`config.mk`:
```
export PLATFORM = sky130hd
export DESIGN_NAME = fu_core
export DESIGN_NICKNAME = d
export VERILOG_FILES = /design/src/rtl/fu_pkg.sv /design/src/rtl/fu_decode.sv /design/src/rtl/fu_arith.sv /design/src/rtl/fu_logic.sv /design/src/rtl/fu_shift.sv /design/src/rtl/fu_core.sv
export SDC_FILE = /design/constraint.sdc
export NUM_CORES = 1
export LEC_CHECK = 0
export ABC_AREA = 1
export BUFFER_PORTS_ARGS = -buffer_cell sky130_fd_sc_hd__buf_2
export CORE_MARGIN = 1.5
export CORE_UTILIZATION = 40
export DETAILED_ROUTE_END_ITERATION = 8
export GPL_ROUTABILITY_DRIVEN = 0
export PLACE_DENSITY_LB_ADDON = 0.25
export SETUP_SLACK_MARGIN = 0.15
export SLEW_MARGIN = 0
export SYNTH_ARGS = -nofsm -noshare
export SYNTH_HDL_FRONTEND = slang
export SYNTH_SLANG_ARGS = --single-unit
```
`constraint.sdc`:
```
create_clock -name vclk -period 16.7
set_clock_uncertainty 0.2 [all_clocks]
set_input_delay 0.835 -clock vclk [all_inputs]
set_output_delay 0.835 -clock vclk [all_outputs]
set_load 0.01 [all_outputs]
```
`src/rtl/fu_pkg.sv`:
```
package fu_pkg;

    localparam int FS_W = 4;
    localparam int G_W  = 4;
    localparam int H_W  = 2;

    // Sub-selects derived from the operation code
    typedef struct packed {
        logic           mf;   // 1: shifter drives the result
        logic [G_W-1:0] g;    // arithmetic / logic select
        logic [H_W-1:0] h;    // shifter select
    } fu_sel_t;

    // Shifter operations (h field)
    typedef enum logic [H_W-1:0] {
        SH_PASS  = 2'b00,
        SH_RIGHT = 2'b01,
        SH_LEFT  = 2'b10,
        SH_NONE  = 2'b11
    } fu_shop_t;

    // Logic operations (low two bits of g)
    typedef enum logic [1:0] {
        LG_AND = 2'b00,
        LG_OR  = 2'b01,
        LG_XOR = 2'b10,
        LG_NOT = 2'b11
    } fu_lgop_t;

endpackage

```
`src/rtl/fu_decode.sv`:
```
module fu_decode
    import fu_pkg::*;
(
    input  logic [FS_W-1:0] fs_i,
    output fu_sel_t         sel_o
);

    fu_sel_t sel_d;

    always_comb begin
        sel_d    = '0;
        sel_d.mf = fs_i[3] & fs_i[2];
        sel_d.g  = fs_i;
        sel_d.h  = fs_i[1:0];
    end

    assign sel_o = sel_d;

endmodule

```
`src/rtl/fu_arith.sv`:
```
module fu_arith #(
    parameter int WIDTH = 16
) (
    input  logic [WIDTH-1:0] a_i,
    input  logic [WIDTH-1:0] b_i,
    input  logic [2:0]       g_i,
    output logic [WIDTH-1:0] sum_o,
    output logic             cout_o,
    output logic             ovf_o
);

    localparam int MSB = WIDTH - 1;

    logic [WIDTH-1:0] y_d;
    logic [WIDTH:0]   cy;

    // second adder input: 0, B, ~B or all ones
    always_comb begin
        unique case (g_i[2:1])
            2'b00:   y_d = '0;
            2'b01:   y_d = b_i;
            2'b10:   y_d = ~b_i;
            default: y_d = '1;
        endcase
    end

    assign cy[0] = g_i[0];

    for (genvar i = 0; i < WIDTH; i++) begin : g_bit
        assign sum_o[i]  = a_i[i] ^ y_d[i] ^ cy[i];
        assign cy[i+1]   = (a_i[i] & y_d[i]) | (cy[i] & (a_i[i] ^ y_d[i]));
    end

    assign cout_o = cy[WIDTH];
    assign ovf_o  = (a_i[MSB] & y_d[MSB] & ~sum_o[MSB])
                  | (~a_i[MSB] & ~y_d[MSB] & sum_o[MSB]);

    // adding zero with no carry-in never carries and passes A
    always_comb begin
        if (g_i == 3'b000) begin
            a_r2_no_carry_on_pass: assert (cout_o == 1'b0 && sum_o == a_i)
                else $error("pass-through produced a carry or changed A");
        end
    end

    // overflow needs operands of equal sign
    always_comb begin
        if (a_i[MSB] != y_d[MSB]) begin
            a_r3_mixed_sign_no_ovf: assert (!ovf_o)
                else $error("overflow flagged for mixed-sign operands");
        end
    end

endmodule

```
`src/rtl/fu_logic.sv`:
```
module fu_logic
    import fu_pkg::*;
#(
    parameter int WIDTH = 16
) (
    input  logic [WIDTH-1:0] a_i,
    input  logic [WIDTH-1:0] b_i,
    input  logic [1:0]       op_i,
    output logic [WIDTH-1:0] out_o
);

    always_comb begin
        unique case (fu_lgop_t'(op_i))
            LG_AND:  out_o = a_i & b_i;
            LG_OR:   out_o = a_i | b_i;
            LG_XOR:  out_o = a_i ^ b_i;
            default: out_o = ~a_i;
        endcase
    end

endmodule

```
`src/rtl/fu_shift.sv`:
```
module fu_shift
    import fu_pkg::*;
#(
    parameter int WIDTH = 16
) (
    input  logic [WIDTH-1:0] b_i,
    input  logic [H_W-1:0]   h_i,
    output logic [WIDTH-1:0] out_o
);

    always_comb begin
        unique case (fu_shop_t'(h_i))
            SH_PASS:  out_o = b_i;
            SH_RIGHT: out_o = {1'b0, b_i[WIDTH-1:1]};
            SH_LEFT:  out_o = {b_i[WIDTH-2:0], 1'b0};
            default:  out_o = '0;
        endcase
    end

endmodule

```
`src/rtl/fu_core.sv`:
```
module fu_core
    import fu_pkg::*;
#(
    parameter int WIDTH = 16
) (
    input  logic [WIDTH-1:0] a_i,
    input  logic [WIDTH-1:0] b_i,
    input  logic [FS_W-1:0]  fs_i,
    output logic [WIDTH-1:0] f_o,
    output logic             v_o,
    output logic             c_o,
    output logic             n_o,
    output logic             z_o
);

    typedef struct packed {
        logic [WIDTH-1:0] f;
        logic             v;
        logic             c;
        logic             n;
        logic             z;
    } fu_res_t;

    fu_sel_t          sel;
    logic [WIDTH-1:0] arith_f, logic_f, shift_f;
    logic             arith_c, arith_v;
    fu_res_t          res_d;

    fu_decode u_dec (
        .fs_i  (fs_i),
        .sel_o (sel)
    );

    fu_arith #(.WIDTH(WIDTH)) u_arith (
        .a_i    (a_i),
        .b_i    (b_i),
        .g_i    (sel.g[2:0]),
        .sum_o  (arith_f),
        .cout_o (arith_c),
        .ovf_o  (arith_v)
    );

    fu_logic #(.WIDTH(WIDTH)) u_logic (
        .a_i   (a_i),
        .b_i   (b_i),
        .op_i  (sel.g[1:0]),
        .out_o (logic_f)
    );

    fu_shift #(.WIDTH(WIDTH)) u_shift (
        .b_i   (b_i),
        .h_i   (sel.h),
        .out_o (shift_f)
    );

    always_comb begin
        res_d = '0;
        if (sel.mf) begin
            res_d.f = shift_f;
        end else if (sel.g[3]) begin
            res_d.f = logic_f;
        end else begin
            res_d.f = arith_f;
            res_d.c = arith_c;
            res_d.v = arith_v;
        end
        res_d.n = res_d.f[WIDTH-1];
        res_d.z = ~|res_d.f;
    end

    assign f_o = res_d.f;
    assign v_o = res_d.v;
    assign c_o = res_d.c;
    assign n_o = res_d.n;
    assign z_o = res_d.z;

    always_comb begin
        a_r1_pass_a: assert (!(fs_i == 4'b0000 || fs_i == 4'b0111) || f_o == a_i)
            else $error("pass code did not return A");
        a_r5_pass_b: assert (fs_i != 4'b1100 || f_o == b_i)
            else $error("shifter pass did not return B");
        a_r5_right_fill: assert (fs_i != 4'b1101 || f_o[WIDTH-1] == 1'b0)
            else $error("right shift did not fill with zero");
        a_r5_left_fill: assert (fs_i != 4'b1110 || f_o[0] == 1'b0)
            else $error("left shift did not fill with zero");
        a_r6_unused_zero: assert (fs_i != 4'b1111 || (f_o == '0 && z_o))
            else $error("unused code gave a nonzero result");
        a_r7_flags_clear: assert (!fs_i[3] || (!v_o && !c_o))
            else $error("V or C set for a non-arithmetic code");
        a_r4_not_a: assert (fs_i != 4'b1011 || f_o == ~a_i)
            else $error("complement code wrong");
    end

endmodule

```
After elaboration in Yosys (flattened, before gate mapping):

Cells that the tools add are included.

* register bits: 0
* bits of input ports: 36
* logic and storage cells: 108

* bitwise operators: 93
* equal/unequal tests: 4
* multiplexer cells: 7
* reductions and logical operators: 4

Operators with widths (count)
* 16-bit case mux with 3 select lines: 3
* 1-bit AND: 36
* 16-bit two-way mux: 2
* 16-bit NOT: 2
* 1-bit XOR: 32
* 1-bit bitwise OR: 17
* 16-bit AND: 1
* 16-bit bitwise OR: 1
* 16-bit OR reduction: 1
* 16-bit XOR: 1
* 2-bit by 1-bit == test with 1-bit output (second input constant): 2
* 2-bit == test (second input constant): 2
* 2-bit logical NOT: 2
* 2-bit two-way mux: 2
* 1-bit NOT: 3
* 1-bit logical NOT: 1

Longest topological paths before layout:

* word-level depth: 39
* gate-level depth with buffers: 34

Modules after synthesis:

A second synthesis with hierarchy kept.

* cells, all modules: 481
* area, all modules: 2864.0 um^2

By module, submodules not included
* fu_logic: cells an instance 172, seq. area each 0.0 um^2, area an instance 1172.4 um^2, times used 1
* fu_arith: cells an instance 106, seq. area each 0.0 um^2, area an instance 690.7 um^2, times used 1
* fu_core: cells an instance 123, seq. area each 0.0 um^2, area an instance 561.8 um^2, times used 1
* fu_shift: cells an instance 72, seq. area each 0.0 um^2, area an instance 386.6 um^2, times used 1
* fu_decode: cells an instance 8, seq. area each 0.0 um^2, area an instance 52.6 um^2, times used 1

Worst setup path before layout:

Ideal clock, no wire load.

* path type: input -> output
* from: input port fs_i[1]
* to: output port f_o[15]
* cell stages on the path: 32
* path slack: 7.587 ns
* arrival time: 8.078 ns
* buffers on the path: 4
* cell sequence: buf_4 > clkbuf_1 > clkbuf_1 > nand2_1 > o21ai_0 > fa_1 > inv_1 > fa_1 > inv_1 > fa_1 > fa_1 > fa_1 > fa_1 > fa_1 > fa_1 > fa_1 > fa_1 > fa_1 > fa_1 > inv_1 > fa_1 > inv_1 > fa_1 > inv_1 > fa_1 > fa_1 > inv_1 > nand2_1 > nand2_1 > a21oi_1 > inv_1 > buf_4

* longest elaborated chain between the ends: 36

Ends and longest elaborated chain
* start: declaration: line fu_core.sv:8 `input logic [FS_W-1:0] fs_i,`
* 2-bit == test, or another cell as far along: line fu_arith.sv:19 `unique case (g_i[2:1])`
* 16-bit case mux with 3 select lines: line fu_arith.sv:19
* 1-bit XOR: line fu_arith.sv:31 `assign cy[i+1] = (a_i[i] & y_d[i]) | (cy[i] & (a_i[i] ^ y_d[i]));`
* 1-bit AND: line fu_arith.sv:31
* 1-bit bitwise OR: line fu_arith.sv:31
* 1-bit AND: line fu_arith.sv:31
* 1-bit bitwise OR: line fu_arith.sv:31
* 1-bit AND: line fu_arith.sv:31
* [20 not listed]
* 1-bit bitwise OR: line fu_arith.sv:31
* 1-bit AND: line fu_arith.sv:31
* 1-bit bitwise OR: line fu_arith.sv:31
* 1-bit AND: line fu_arith.sv:31
* 1-bit bitwise OR: line fu_arith.sv:31
* 1-bit XOR: line fu_arith.sv:30 `assign sum_o[i] = a_i[i] ^ y_d[i] ^ cy[i];`
* 16-bit two-way mux: line fu_core.sv:60 `end else if (sel.g[3]) begin`
* 16-bit two-way mux (*): line fu_core.sv:58 `if (sel.mf) begin`
* end: declaration: line fu_core.sv:9 `output logic [WIDTH-1:0] f_o,`

Every way passes the cells marked *; elsewhere a longest branch is shown, timed or not.

Worst setup path after layout:

* from: input port fs_i[1]
* to: output port z_o

* longest elaborated chain between the ends: 38

Ends and longest elaborated chain
* 2-bit == test, or another cell as far along: line fu_arith.sv:19
* 16-bit case mux with 3 select lines: line fu_arith.sv:19
* 1-bit XOR: line fu_arith.sv:30, fu_arith.sv:31
* 1-bit AND: line fu_arith.sv:31
* 1-bit bitwise OR: line fu_arith.sv:31
* 1-bit AND: line fu_arith.sv:31
* 1-bit bitwise OR: line fu_arith.sv:31
* 1-bit AND: line fu_arith.sv:31
* [22 not listed]
* 1-bit bitwise OR: line fu_arith.sv:31
* 1-bit AND: line fu_arith.sv:31
* 1-bit bitwise OR: line fu_arith.sv:31
* 1-bit XOR: line fu_arith.sv:30
* 16-bit two-way mux: line fu_core.sv:60
* 16-bit two-way mux (*): line fu_core.sv:58
* 16-bit OR reduction (*): line fu_core.sv:68 `res_d.z = ~|res_d.f;`
* 1-bit logical NOT (*): line fu_core.sv:68
* end: declaration: line fu_core.sv:13 `output logic z_o`

Marks and branches as above.

==> run summary <==
The total power divided by cell area is 31.2 mW/mm², and the critical path arrival is 8.71 ns. The smallest clock period supported by the final layout is computed as 9.74 ns. After detailed routing, the number of remaining DRC violations is 0. Setup repair after global routing left no endpoint under its margin.

The floorplan step set the die height to 81.0 µm. The number of gates resized after CTS came out at 0. Adding up every negative setup slack in the final design gives 0 ns. Summing the areas of all fa, ha and maj instances in the mapped netlist gives 30.7% of the synthesized area.

Pin placement for this block handled 56 I/O pins. The largest family of logic cells by synthesized area is simple AND/OR/NAND/NOR gates. The first TritonRoute pass finished after 5 iterations. The number of antenna diodes in the final layout is 0.

The nature of the critical path startpoint is a primary input. For this run, the number of Yosys warnings is 0. The post-route netlist has 13.5% of its cells at a drive strength greater than 1.

The commonest cells after synthesis are 122 x nand2_1, 79 x inv_1, 57 x nand3_1, 47 x nor2_1, 35 x o21ai_0. The worst slew slack as a fraction of its limit was 44.2%. Sequential cells placed in the final layout were counted as 0. Setup slack after placement: 6.96 ns. The share of the core filled with cells is 45.6%. In this run the core area contains 28 standard-cell rows. Synthesis instantiated 19 different standard cells from the library.

The tools report the via count of the first global-routing pass as 2435. The first global-routing pass estimated 11200 µm of wire. The die is 81.0 µm wide.

The largest stage delay on the critical path was 0.66 ns. Post-layout instance area: 0.00268 mm². For the residual overflow from global routing, the log shows 0. The tightest min-delay check is of the in2out type. The run gives 0 as the total setup buffers inserted after CTS.

STA classifies the critical path endpoint as a primary output. The critical-path maximum fanout is 46, and the post-synthesis average cell area is 5.54 µm². The minimum setup slack in the final design was 6.96 ns. Synthesis produced 439 cells.

The final critical path takes up 58.3% of the cycle. The sequential cells in the finished layout cover a total of 0 µm². The count of buffers added on input and output ports is 56. Of the synthesized area, sequential elements account for 0%.

The post-layout total power came out at 0.0000837 W. Among all stages on the critical path, the largest delay is contributed by inv_1. The routed layout has 2687 vias. The run finished with clean final reports.

The static leakage power was 1.69 nW; the post-cts hold buffer count was 0. The number of failing hold endpoints at the final stage came out at 0. By instance count, the leading cell after synthesis is nand2_1. The number of antenna violations at the first check in global routing is 0, and the max-capacitance violation count is 0.

The number of routed nets with antenna violations is 0. For the count of final max-slew check failures, the log shows 0. The fraction of the mapped netlist area in simple logic gates was 40.6%; the synthesized-area fraction occupied by ao, oa, aoi and oai cells was 10.7%. The tools report the area of the core as 0.00589 mm². The layout has 0 clock buffers. Detailed placement ended at an HPWL of 4960 µm. Wires add up to 6630 µm.

The biggest area contributor in the post-synthesis netlist is nand2_1. The floorplan step defined a die boundary enclosing 0.00656 mm². The cell repeated most along the worst path was fa_1. The run gives 525 as the net count after synthesis. For the pin with the worst max-slew slack, the measured transition is 0.838 ns. Multiplexer cells account for 0% of the synthesized area.

Setup violations remaining at the end of the flow were counted as 0. For this configuration, the core starts out at a cell density of 41.3%. After Yosys synthesis, XOR and XNOR cells account for 0% of the synthesized area.

The area share of the leading cell type in the synthesized netlist came out at 18.8%. Dividing the detail-routed wire length by the instance count gives 12.1 µm. The mapped netlist covers 0.00243 mm². The number of DRC markers in iteration 0 is 187, and the via count normalized by instance count is 4.90. Counting instances, the worst hold path has a depth of 3.

By area the synthesized netlist is led by nand2_1 19%, ha_1 17%, fa_1 13%. The worst setup path is of the in2out kind. For the required arrival time at the worst endpoint, the log shows 15.66 ns. Relative to the synthesized area, the layout overhead comes to 10.2%.

For the maximum frequency from static timing analysis, the log shows 103 MHz. The run gives 47 as the largest net degree at the start of global routing. After detailed placement, the total cell area comes to 0.00268 mm². The number of nets in the finished design was 561; the total track usage was 21.1%. The tools report the maximum vdd drop as 0.0123 mV.
-- final timing paths --
check | from | end | slack [ns]
setup / recovery | fs_i[1] | z_o | 6.96
hold / removal | fs_i[3] | c_o | 1.82
-- critical path: cells and delay by family --
| kind | cells | cell delay (ns) |
|---|---|---|
| adders and majority gates | 15 | 5.68 |
| AOI/OAI and AO/OA | 2 | 0.20 |
| buffers and inverters | 8 | 1.49 |
| and+or+nand+nor | 7 | 0.49 |
-- final cells by class --
type	count	area, µm²
Fill cell	637	3200
Inverter	81	304
Multi-Input combinational cell	335	2000
Tap cell	75	93.8
Timing Repair Buffer	57	288
-- logic make-up after synthesis --
family | after synthesis
compound gates | 50
buf+inv | 104
fa+ha+maj | 50
simple gates | 235
-- placed cells by master, fill, tap and decap left out --
master / instances
a21oi_1: 2
buf_2: 56
buf_4: 1
fa_1: 16
ha_1: 34
inv_1: 79
inv_2: 2
nand2_1: 122
nand2_2: 1
nand3_1: 57
nand3b_1: 5
nor2_1: 46
nor2_2: 1
nor2_4: 1
o21a_1: 4
o21ai_0: 35
o21ai_1: 9
or2_2: 2
-- stage by stage --
| stage | cells | hold WS (ns) |
|---|---|---|
| final | 548 | 1.82 |
| after global routing | 548 | 1.85 |
| after CTS | 548 | 1.82 |
| after detailed placement | 548 | 1.82 |
| after global placement | 548 | 1.82 |
| after floorplan | 439 | 1.51 |
-- per-layer routing --
layer / wire length, µm / GRT usage, %
met1: 3030 / 30.3
met2: 3170 / 35.7
met3: 344 / 0.562
met4: 80 / 3.10
met5: 0 / 0
-- power by group --
part | internal [W] | total, W | switching [W] | leakage, nW
clock network | 0 | 0 | 0 | 0
registers | 0 | 0 | 0 | 0
logic | 0.0000313 | 0.0000837 | 0.0000525 | 1.69
total | 0.0000313 | 0.0000837 | 0.0000525 | 1.69
(Power assumes the default switching activity.)
